### config.mk
export PLATFORM = sky130hd
export DESIGN_NAME = dma_req_arbiter
export DESIGN_NICKNAME = d
export VERILOG_FILES = /design/src/rtl/dma_arb_pkg.sv /design/src/rtl/arb_req_capture.sv /design/src/rtl/arb_select.sv /design/src/rtl/arb_grant_ctrl.sv /design/src/rtl/dma_req_arbiter.sv
export SDC_FILE = /design/constraint.sdc
export NUM_CORES = 1
export LEC_CHECK = 0
export ABC_AREA = 1
export BUFFER_PORTS_ARGS = -buffer_cell sky130_fd_sc_hd__buf_2
export CAP_MARGIN = 25
export CORE_UTILIZATION = 55
export CTS_BUF_LIST = sky130_fd_sc_hd__clkbuf_4
export CTS_CLUSTER_DIAMETER = 200
export CTS_CLUSTER_SIZE = 24
export DETAILED_ROUTE_END_ITERATION = 6
export GPL_ROUTABILITY_DRIVEN = 0
export PLACE_DENSITY = 0.82
export SYNTH_ARGS = -nofsm -noshare
export SYNTH_HDL_FRONTEND = slang
export SYNTH_SLANG_ARGS = --single-unit
### constraint.sdc
create_clock -name clk -period 5.57 [get_ports clk]
set_clock_uncertainty 0.2 [all_clocks]
set_input_delay 0.557 -clock clk [delete_from_list [all_inputs] [get_ports clk]]
set_output_delay 0.557 -clock clk [all_outputs]
set_load 0.05 [all_outputs]
### src/rtl/dma_arb_pkg.sv
package dma_arb_pkg;
  typedef enum logic {
    ARB_IDLE  = 1'b0,
    ARB_SERVE = 1'b1
  } arb_state_t;
endpackage

### src/rtl/arb_req_capture.sv
module arb_req_capture #(
  parameter int N = 16
) (
  input  logic         clk,
  input  logic         rst_n,
  input  logic [N-1:0] hw_req,
  input  logic [N-1:0] en_mask,
  input  logic [N-1:0] sw_set,
  input  logic [N-1:0] clr_vec,
  output logic [N-1:0] sw_pend,
  output logic [N-1:0] req_eff
);
  logic [N-1:0] hw_q;

  // Both request sources land in flops; arbitration sees only registered values.
  always_ff @(posedge clk) begin
    if (!rst_n) begin
      hw_q    <= '0;
      sw_pend <= '0;
    end else begin
      hw_q    <= hw_req;
      sw_pend <= (sw_pend & ~clr_vec) | sw_set;  // a new start beats the grant clear
    end
  end

  // The enable mask filters hardware requests only.
  assign req_eff = (hw_q & en_mask) | sw_pend;
endmodule

### src/rtl/arb_select.sv
module arb_select #(
  parameter int N = 16,
  parameter int W = 4
) (
  input  logic [N-1:0] req_eff,
  input  logic [W-1:0] last_ch,
  input  logic         rr_mode,
  output logic         any_req,
  output logic [W-1:0] win_ch
);
  // Highest index that is set wins.
  function automatic logic [W-1:0] pick_fixed(input logic [N-1:0] v);
    logic [W-1:0] r;
    r = '0;
    for (int i = 0; i < N; i++) begin
      if (v[i]) r = W'(i);
    end
    return r;
  endfunction

  // First set index after 'last', wrapping; 'last' itself is examined last.
  function automatic logic [W-1:0] pick_rr(input logic [N-1:0] v,
                                           input logic [W-1:0] last);
    logic [W-1:0] r;
    logic         hit;
    int           idx;
    r   = '0;
    hit = 1'b0;
    for (int k = 1; k <= N; k++) begin
      idx = (int'(last) + k) % N;
      if (!hit && v[W'(idx)]) begin
        r   = W'(idx);
        hit = 1'b1;
      end
    end
    return r;
  endfunction

  logic [W-1:0] fixed_ch;
  logic [W-1:0] rr_ch;

  assign fixed_ch = pick_fixed(req_eff);
  assign rr_ch    = pick_rr(req_eff, last_ch);
  assign any_req  = |req_eff;
  assign win_ch   = rr_mode ? rr_ch : fixed_ch;
endmodule

### src/rtl/arb_grant_ctrl.sv
module arb_grant_ctrl
  import dma_arb_pkg::*;
#(
  parameter int N = 16,
  parameter int W = 4
) (
  input  logic         clk,
  input  logic         rst_n,
  input  logic         any_req,
  input  logic [W-1:0] win_ch,
  input  logic         eng_busy,
  output logic         take,
  output logic         serving,
  output logic [N-1:0] clr_vec,
  output logic [W-1:0] last_ch,
  output logic         grant_valid,
  output logic [W-1:0] grant_ch
);
  arb_state_t state_q;

  assign serving = (state_q == ARB_SERVE);
  assign take    = (state_q == ARB_IDLE) && any_req;

  always_comb begin
    clr_vec = '0;
    if (take) clr_vec[win_ch] = 1'b1;
  end

  always_ff @(posedge clk) begin
    if (!rst_n) begin
      state_q     <= ARB_IDLE;
      grant_valid <= 1'b0;
      grant_ch    <= '0;
      last_ch     <= W'(N - 1);
    end else begin
      grant_valid <= take;
      if (take) begin
        grant_ch <= win_ch;
        last_ch  <= win_ch;
      end
      case (state_q)
        ARB_IDLE:  if (take) state_q <= ARB_SERVE;
        ARB_SERVE: if (!eng_busy) state_q <= ARB_IDLE;
        default:   state_q <= ARB_IDLE;
      endcase
    end
  end
endmodule

### src/rtl/dma_req_arbiter.sv
module dma_req_arbiter #(
  parameter int NUM_CH = 16,
  localparam int CH_W  = (NUM_CH > 1) ? $clog2(NUM_CH) : 1
) (
  input  logic              clk,
  input  logic              rst_n,
  input  logic              rr_mode,
  input  logic [NUM_CH-1:0] en_mask,
  input  logic [NUM_CH-1:0] hw_req,
  input  logic [NUM_CH-1:0] sw_set,
  input  logic              eng_busy,
  output logic              grant_valid,
  output logic [CH_W-1:0]   grant_ch,
  output logic [NUM_CH-1:0] sw_pending
);
  // Named internal events for the checker.
  logic [NUM_CH-1:0] req_eff;
  logic [NUM_CH-1:0] clr_vec;
  logic              any_req;
  logic              take;
  logic              serving;
  logic [CH_W-1:0]   win_ch;
  logic [CH_W-1:0]   last_ch;

  arb_req_capture #(.N(NUM_CH)) u_cap (
    .clk     (clk),
    .rst_n   (rst_n),
    .hw_req  (hw_req),
    .en_mask (en_mask),
    .sw_set  (sw_set),
    .clr_vec (clr_vec),
    .sw_pend (sw_pending),
    .req_eff (req_eff)
  );

  arb_select #(.N(NUM_CH), .W(CH_W)) u_sel (
    .req_eff (req_eff),
    .last_ch (last_ch),
    .rr_mode (rr_mode),
    .any_req (any_req),
    .win_ch  (win_ch)
  );

  arb_grant_ctrl #(.N(NUM_CH), .W(CH_W)) u_ctl (
    .clk         (clk),
    .rst_n       (rst_n),
    .any_req     (any_req),
    .win_ch      (win_ch),
    .eng_busy    (eng_busy),
    .take        (take),
    .serving     (serving),
    .clr_vec     (clr_vec),
    .last_ch     (last_ch),
    .grant_valid (grant_valid),
    .grant_ch    (grant_ch)
  );
endmodule

# Word level (Yosys, flattened, before mapping)
# Cells that the tools add are included.
# totals
regBits	42
in_bits	52
output_inout_bits	21
elab_cells	180
# op_classes
add_sub_neg	16
magnitude_cmp	18
n_mux	101
bitwise	6
n_reduce_logical	33
# ops
operator	count
$mux W4	31
$lt A4 B6 Y1 const B	16
$bmux W1 S4	16
$mux W1	51
$add A4 B4 Y4 const B	8
$and A16 B16 Y16	2
$or A16 B16 Y16	2
$logic_and A1 B1 Y1	17
$add A4 B3 Y4 const B	4
$mux W16	1
$not A16 Y16	1
$reduce_or A16 Y1	1
$logic_not A1 Y1	15
$add A4 B1 Y4 const B	2
$add A4 B2 Y4 const B	2
$lt A4 B5 Y1 const B	1
$demux W1 S4	1
$ge A4 B1 Y1 const B	1
$pmux W1 S2	1
$not A1 Y1	1

# Depth between registers and ports, before layout
# depth
depth_word	60
ltp_mapped	31
depth_no_buf	30

# Cells and area by module
# Synthesis repeated with hierarchy kept, for this count alone.
# hier_totals
cells_unflattened	602
hier_area_um2	3617.2
# modules_own_cells
mod	n_inst	cells_per_inst	area_per_inst_um2	seq_area_each_um2
arb_select	1	388	1924.3	0.0
arb_req_capture	1	148	1214.9	640.6
arb_grant_ctrl	1	66	478.0	200.2

# Worst setup path after synthesis
# Ideal clock, no wire load.
# synth_path
path_type	register to register
start	register u_ctl.last_ch[1]
end	register u_cap.sw_pend[9]
arrival_time_ns	3.250
required_time_ns	5.242
setup_slack_ns	1.992
path_stages_with_launch	25
n_path_buf	2
cell_sequence	dfxtp_1 inv_2 buf_2 ha_1 clkbuf_1 nand3_1 nand3_1 nand2_1 nand2_1 nand2_1 nand3_4 nor2_8 nand4_4 nor2_8 nand4_2 nor2_4 nand4_1 nand3_1 nand2_2 o21bai_4 nand2_2 nor2_2 nand2_1 a21oi_1 nor2_1
# synth_via
elab_chain_cells	59
elab_cells_between_ends	135
cone_classes	16 x add/sub; 2 x order compare; 83 x mux; 3 x bitwise; 31 x reduce/logical
# synth_rtl
element	line_no	text
start: declaration	arb_grant_ctrl.sv:15	output logic [W-1:0] last_ch,
start signal: assignment	arb_grant_ctrl.sv:34	last_ch <= W'(N - 1);
start signal: assignment	arb_grant_ctrl.sv:39	last_ch <= win_ch;
$add A4 B1 Y4	arb_select.sv:30	idx = (int'(last) + k) % N;
$bmux W1 S4	arb_select.sv:31	if (!hit && v[W'(idx)]) begin
$mux W1 (not written as such) (2 in a row)	arb_select.sv:31	
$mux W1	arb_select.sv:31	
$logic_not A1 Y1	arb_select.sv:31	
$logic_and A1 B1 Y1	arb_select.sv:31	
$mux W1	arb_select.sv:31	
$logic_not A1 Y1	arb_select.sv:31	
[42 not listed]	n/a	
$lt A4 B5 Y1 (not written as such) or $ge A4 B1 Y1 (tied branches)	arb_grant_ctrl.sv:26	if (take) clr_vec[win_ch] = 1'b1;
$logic_and A1 B1 Y1 (not written as such)	arb_grant_ctrl.sv:26	
$mux W1 (not written as such)	arb_grant_ctrl.sv:26	
$demux W1 S4 (*)	n/a	
$mux W16 (*)	arb_grant_ctrl.sv:26	
$not A16 Y16 (*)	arb_req_capture.sv:22	sw_pend <= (sw_pend & ~clr_vec) | sw_set;
$and A16 B16 Y16 (*)	arb_req_capture.sv:22	
$or A16 B16 Y16 (*)	arb_req_capture.sv:22	
end signal: assignment	arb_req_capture.sv:22	
end: declaration	arb_req_capture.sv:10	output logic [N-1:0] sw_pend,
# Every way passes the cells marked *; elsewhere a longest branch is shown, timed or not. The select of a mux whose other input is x is not followed.
# A chain may end at the register's enable or synchronous reset.

# Worst setup path in the final report
# layout_path
start	register u_ctl.last_ch[1]
end	register u_cap.sw_pend[11]
# Same word-level chain as after synthesis.

==> results.yml <==
global_routing:
  track_usage: 0.3400
  antenna_found_initial: 0
  grt_pass1_wl_mm: 19.79
  grt_pass1_vias: 4291
  grt_max_degree: 23
  gr-total-overflow: 0
route:
  drt-met1-wl_mm: 4.904
  drc: 0
  met3WireLength_mm: 1.173
  vias: 4577
  wl_met2_mm: 5.553
  vias_per_cell: 5.672
  wl_mm: 12.14
  firstDrtPassIters: 5
  top_layer_used: "met4"
  drt-wirelength-per-cell_um: 15.04
  drt_iter0_drc: 543
  antenna_left: 0
cts:
  cts_tree: "yes"
  clk_pin_slew_ns: 0.16
  cts_resized: 0
  clockBufferDepth: 2
  cts.sinks: 42
  cts_buffers: 5
  ctsHoldBuffers: 0
  post-cts-setup-buffer-count: 0
  insertion_delay_ns: 0.38
  cts_max_level: 2
  cts_root_buf: "clkbuf_4"
place:
  place_hpwl_mm: 9.809
  dp.cells: 799
  io_buffers: 72
  dpl_cell_area_sq_um: 4275
final_layout:
  fin_cells: 807
  drive_gt1_frac: 0.1927
  area_growth_pct: 11.94
  final_area_sq_um: 4342
  layout.nets: 769
  n_antenna_cell: 0
yosys:
  synth_cells: 645
  async_reset_ff_frac: 0
  synthesis.nets: 704
  synth_most_common_cell: "nand3_1"
  synth_commonest_cells: "nand3_1 (154), nand2_1 (138), inv_1 (87), nor2_1 (63), dfxtp_1 (42)"
  synth_area_sq_um: 3879
  yosys_warnings: 0
  ys.flop_type: "dfxtp_1"
  yosysUniqueCellTypes: 41
  synthXorXnorAreaFrac: 0.02710
  synth_compound_area_frac: 0.1065
  synth_area_leaders: "dfxtp_1 (22%), nand3_1 (20%), nand2_1 (13%)"
  ys_ff_latch: 42
  synth_top_area_cell: "dfxtp_1"
  muxShareOfSynthArea: 0
  synth_edf_count: 0
  post_synth.cell_area_avg_sq_um: 6.014
  yosysSeqAreaShare: 0.2168
  synth.top_cell.area_share: 0.2168
  synth_top_family_by_area: "simple AND/OR/NAND/NOR gates"
  yosys.area_share.adder: 0.02258
  synth_simple_gate_area_frac: 0.5055
die:
  start_util: 0.5709
  row_count: 30
  pin_count: 73
  coreArea_sq_um: 6794
  die_w_um: 85.98
  die_y_um: 85.98
  dieArea_sq_um: 7392
min_path:
  min_from: "hw_req[10]"
  hp-class: "in -> reg"
pwr:
  power_leakage_nw: 2.363
  power_mw: 2.714
  vdd_ir_drop_max_mv: 0.3303
  p_per_area_nw_per_um2: 625.0
sta:
  max_freq_ghz: 0.2007
  hold_slack_ns: 0.1401
  relSlewSlack: 0.2918
  post-route-period-util: 0.8944
  setup_viol: 0
  worstMarginPinSlew_ns: 1.062
  fin_crit_ns: 4.982
  tns_ns: 0
  rsz0062_at_grt: "false"
  hold_viol: 0
  slew_viol_final: 0
setup_path:
  regToRegStartpoint: "u_ctl.last_ch[1]"
  crit_end: "u_cap.sw_pend[11]"
  endpoint_kind: "register"
  r2r-end: "u_cap.sw_pend[11]"
  reg2regPathDepth: 23
  required_ns: 5.64
  r2r_setup_slack_ns: 0.59
  path_max_fanout: 18
  critPathLaunch: "u_ctl.last_ch[1]"
  crit_type: "reg -> reg"
  crit_path_start_kind: "register"
  critPathArrivalTime_ns: 5.05
outcome:
  status: "finished clean"
flow_run:
  maxCapViolations: 0
worst min-delay path by stage:
stage,cells after the start,slack [ns],endpoint
floorplan,2,0.24,u_ctl.serving
global placement,2,0.26,u_ctl.grant_ch[1]
detailed placement,2,0.27,u_ctl.serving
CTS,3,0.14,u_cap.hw_q[10]
global route,3,0.14,u_cap.hw_q[10]
finish,3,0.14,u_cap.hw_q[10]
report_power, final:
part | switching (mW) | total (mW) | internal [mW] | leakage [nW]
Clock | 0.123 | 0.178 | 0.0549 | 0.0377
Combinational | 1.54 | 2.14 | 0.596 | 1.97
Sequential | 0.0605 | 0.399 | 0.338 | 0.351
Total | 1.72 | 2.71 | 0.989 | 2.36
worst max-delay path, cell delays in order, from the launching register on:
cell and delay (ns):
dfxtp_1 0.75, inv_2 0.33, ha_1 0.76, inv_2 0.24, nand3_1 0.19, nand3_1 0.12
nand2_1 0.10, nand2_1 0.05, nand2_1 0.16, nand3_4 0.14, nor2_8 0.15, nand4_4 0.12
nor2_8 0.16, nand4_2 0.12, nor2_4 0.22, nand3_2 0.12, nand3_1 0.11, nor2_1 0.09
o21bai_4 0.19, nand2_2 0.12, nor2_1 0.19, nand2_1 0.08, nand2_1 0.07, a21oi_1 0.07
placed cells by master, fill, tap and decap left out, types with 2 or more instances in the layout:
master	n
nor2_1	63
nor3_1	3
inv_1	87
o21ai_1	8
buf_2	72
ha_1	7
nand4_1	9
nand4_4	2
nor2_8	2
nand3_2	5
dfxtp_1	42
inv_2	12
nand2_2	7
clkbuf_4	5
nand2_4	2
o21ai_0	8
o211ai_1	4
nor2_2	7
nor2_4	5
nand3_1	154
o21ai_2	2
a21oi_1	41
a31oi_1	2
o21a_1	3
nand2_1	138
xor2_2	2
nand4_2	3
cell type report:
class | count | area, sq um
clock buffers | 5 | 37.54
well taps | 96 | 120.1
flip-flops and latches | 42 | 840.8
clock inverters | 3 | 28.78
multi-input cells | 487 | 2566
repair buffers | 73 | 367.9
fillers | 665 | 2452
inverters | 101 | 380.4
registers in the layout, summed over array words and instances, names as in the netlist:
register / cells
u_ctl.last_ch: 4
u_cap.sw_pend: 16
u_cap.hw_q: 16
u_ctl.serving: 1
u_ctl.grant_valid: 1
u_ctl.grant_ch: 4
through the flow:
stage	setup slack [ns]	utilization
finish	0.5883	0.6390
global route	0.2061	0.6390
CTS	0.7378	0.6390
detailed placement	0.7651	0.6293
global placement	0.8459	0.6293
floorplan	1.992	-
per-layer routing:
layer  vias up  track usage
li1       2241            -
met1      2011       0.4176
met2       271       0.5729
met3        54      0.06064
met4         0       0.1636
met5         -            0
cells by family after synthesis:
logic type               count (synthesis)
adder cells (fa/ha/maj)                  7
AO/OA/AOI/OAI                           72
buffers and inverters                  116
XOR/XNOR                                 6
AND/OR/NAND/NOR                        402
flip-flops                              42
(Power assumes the default switching activity.)
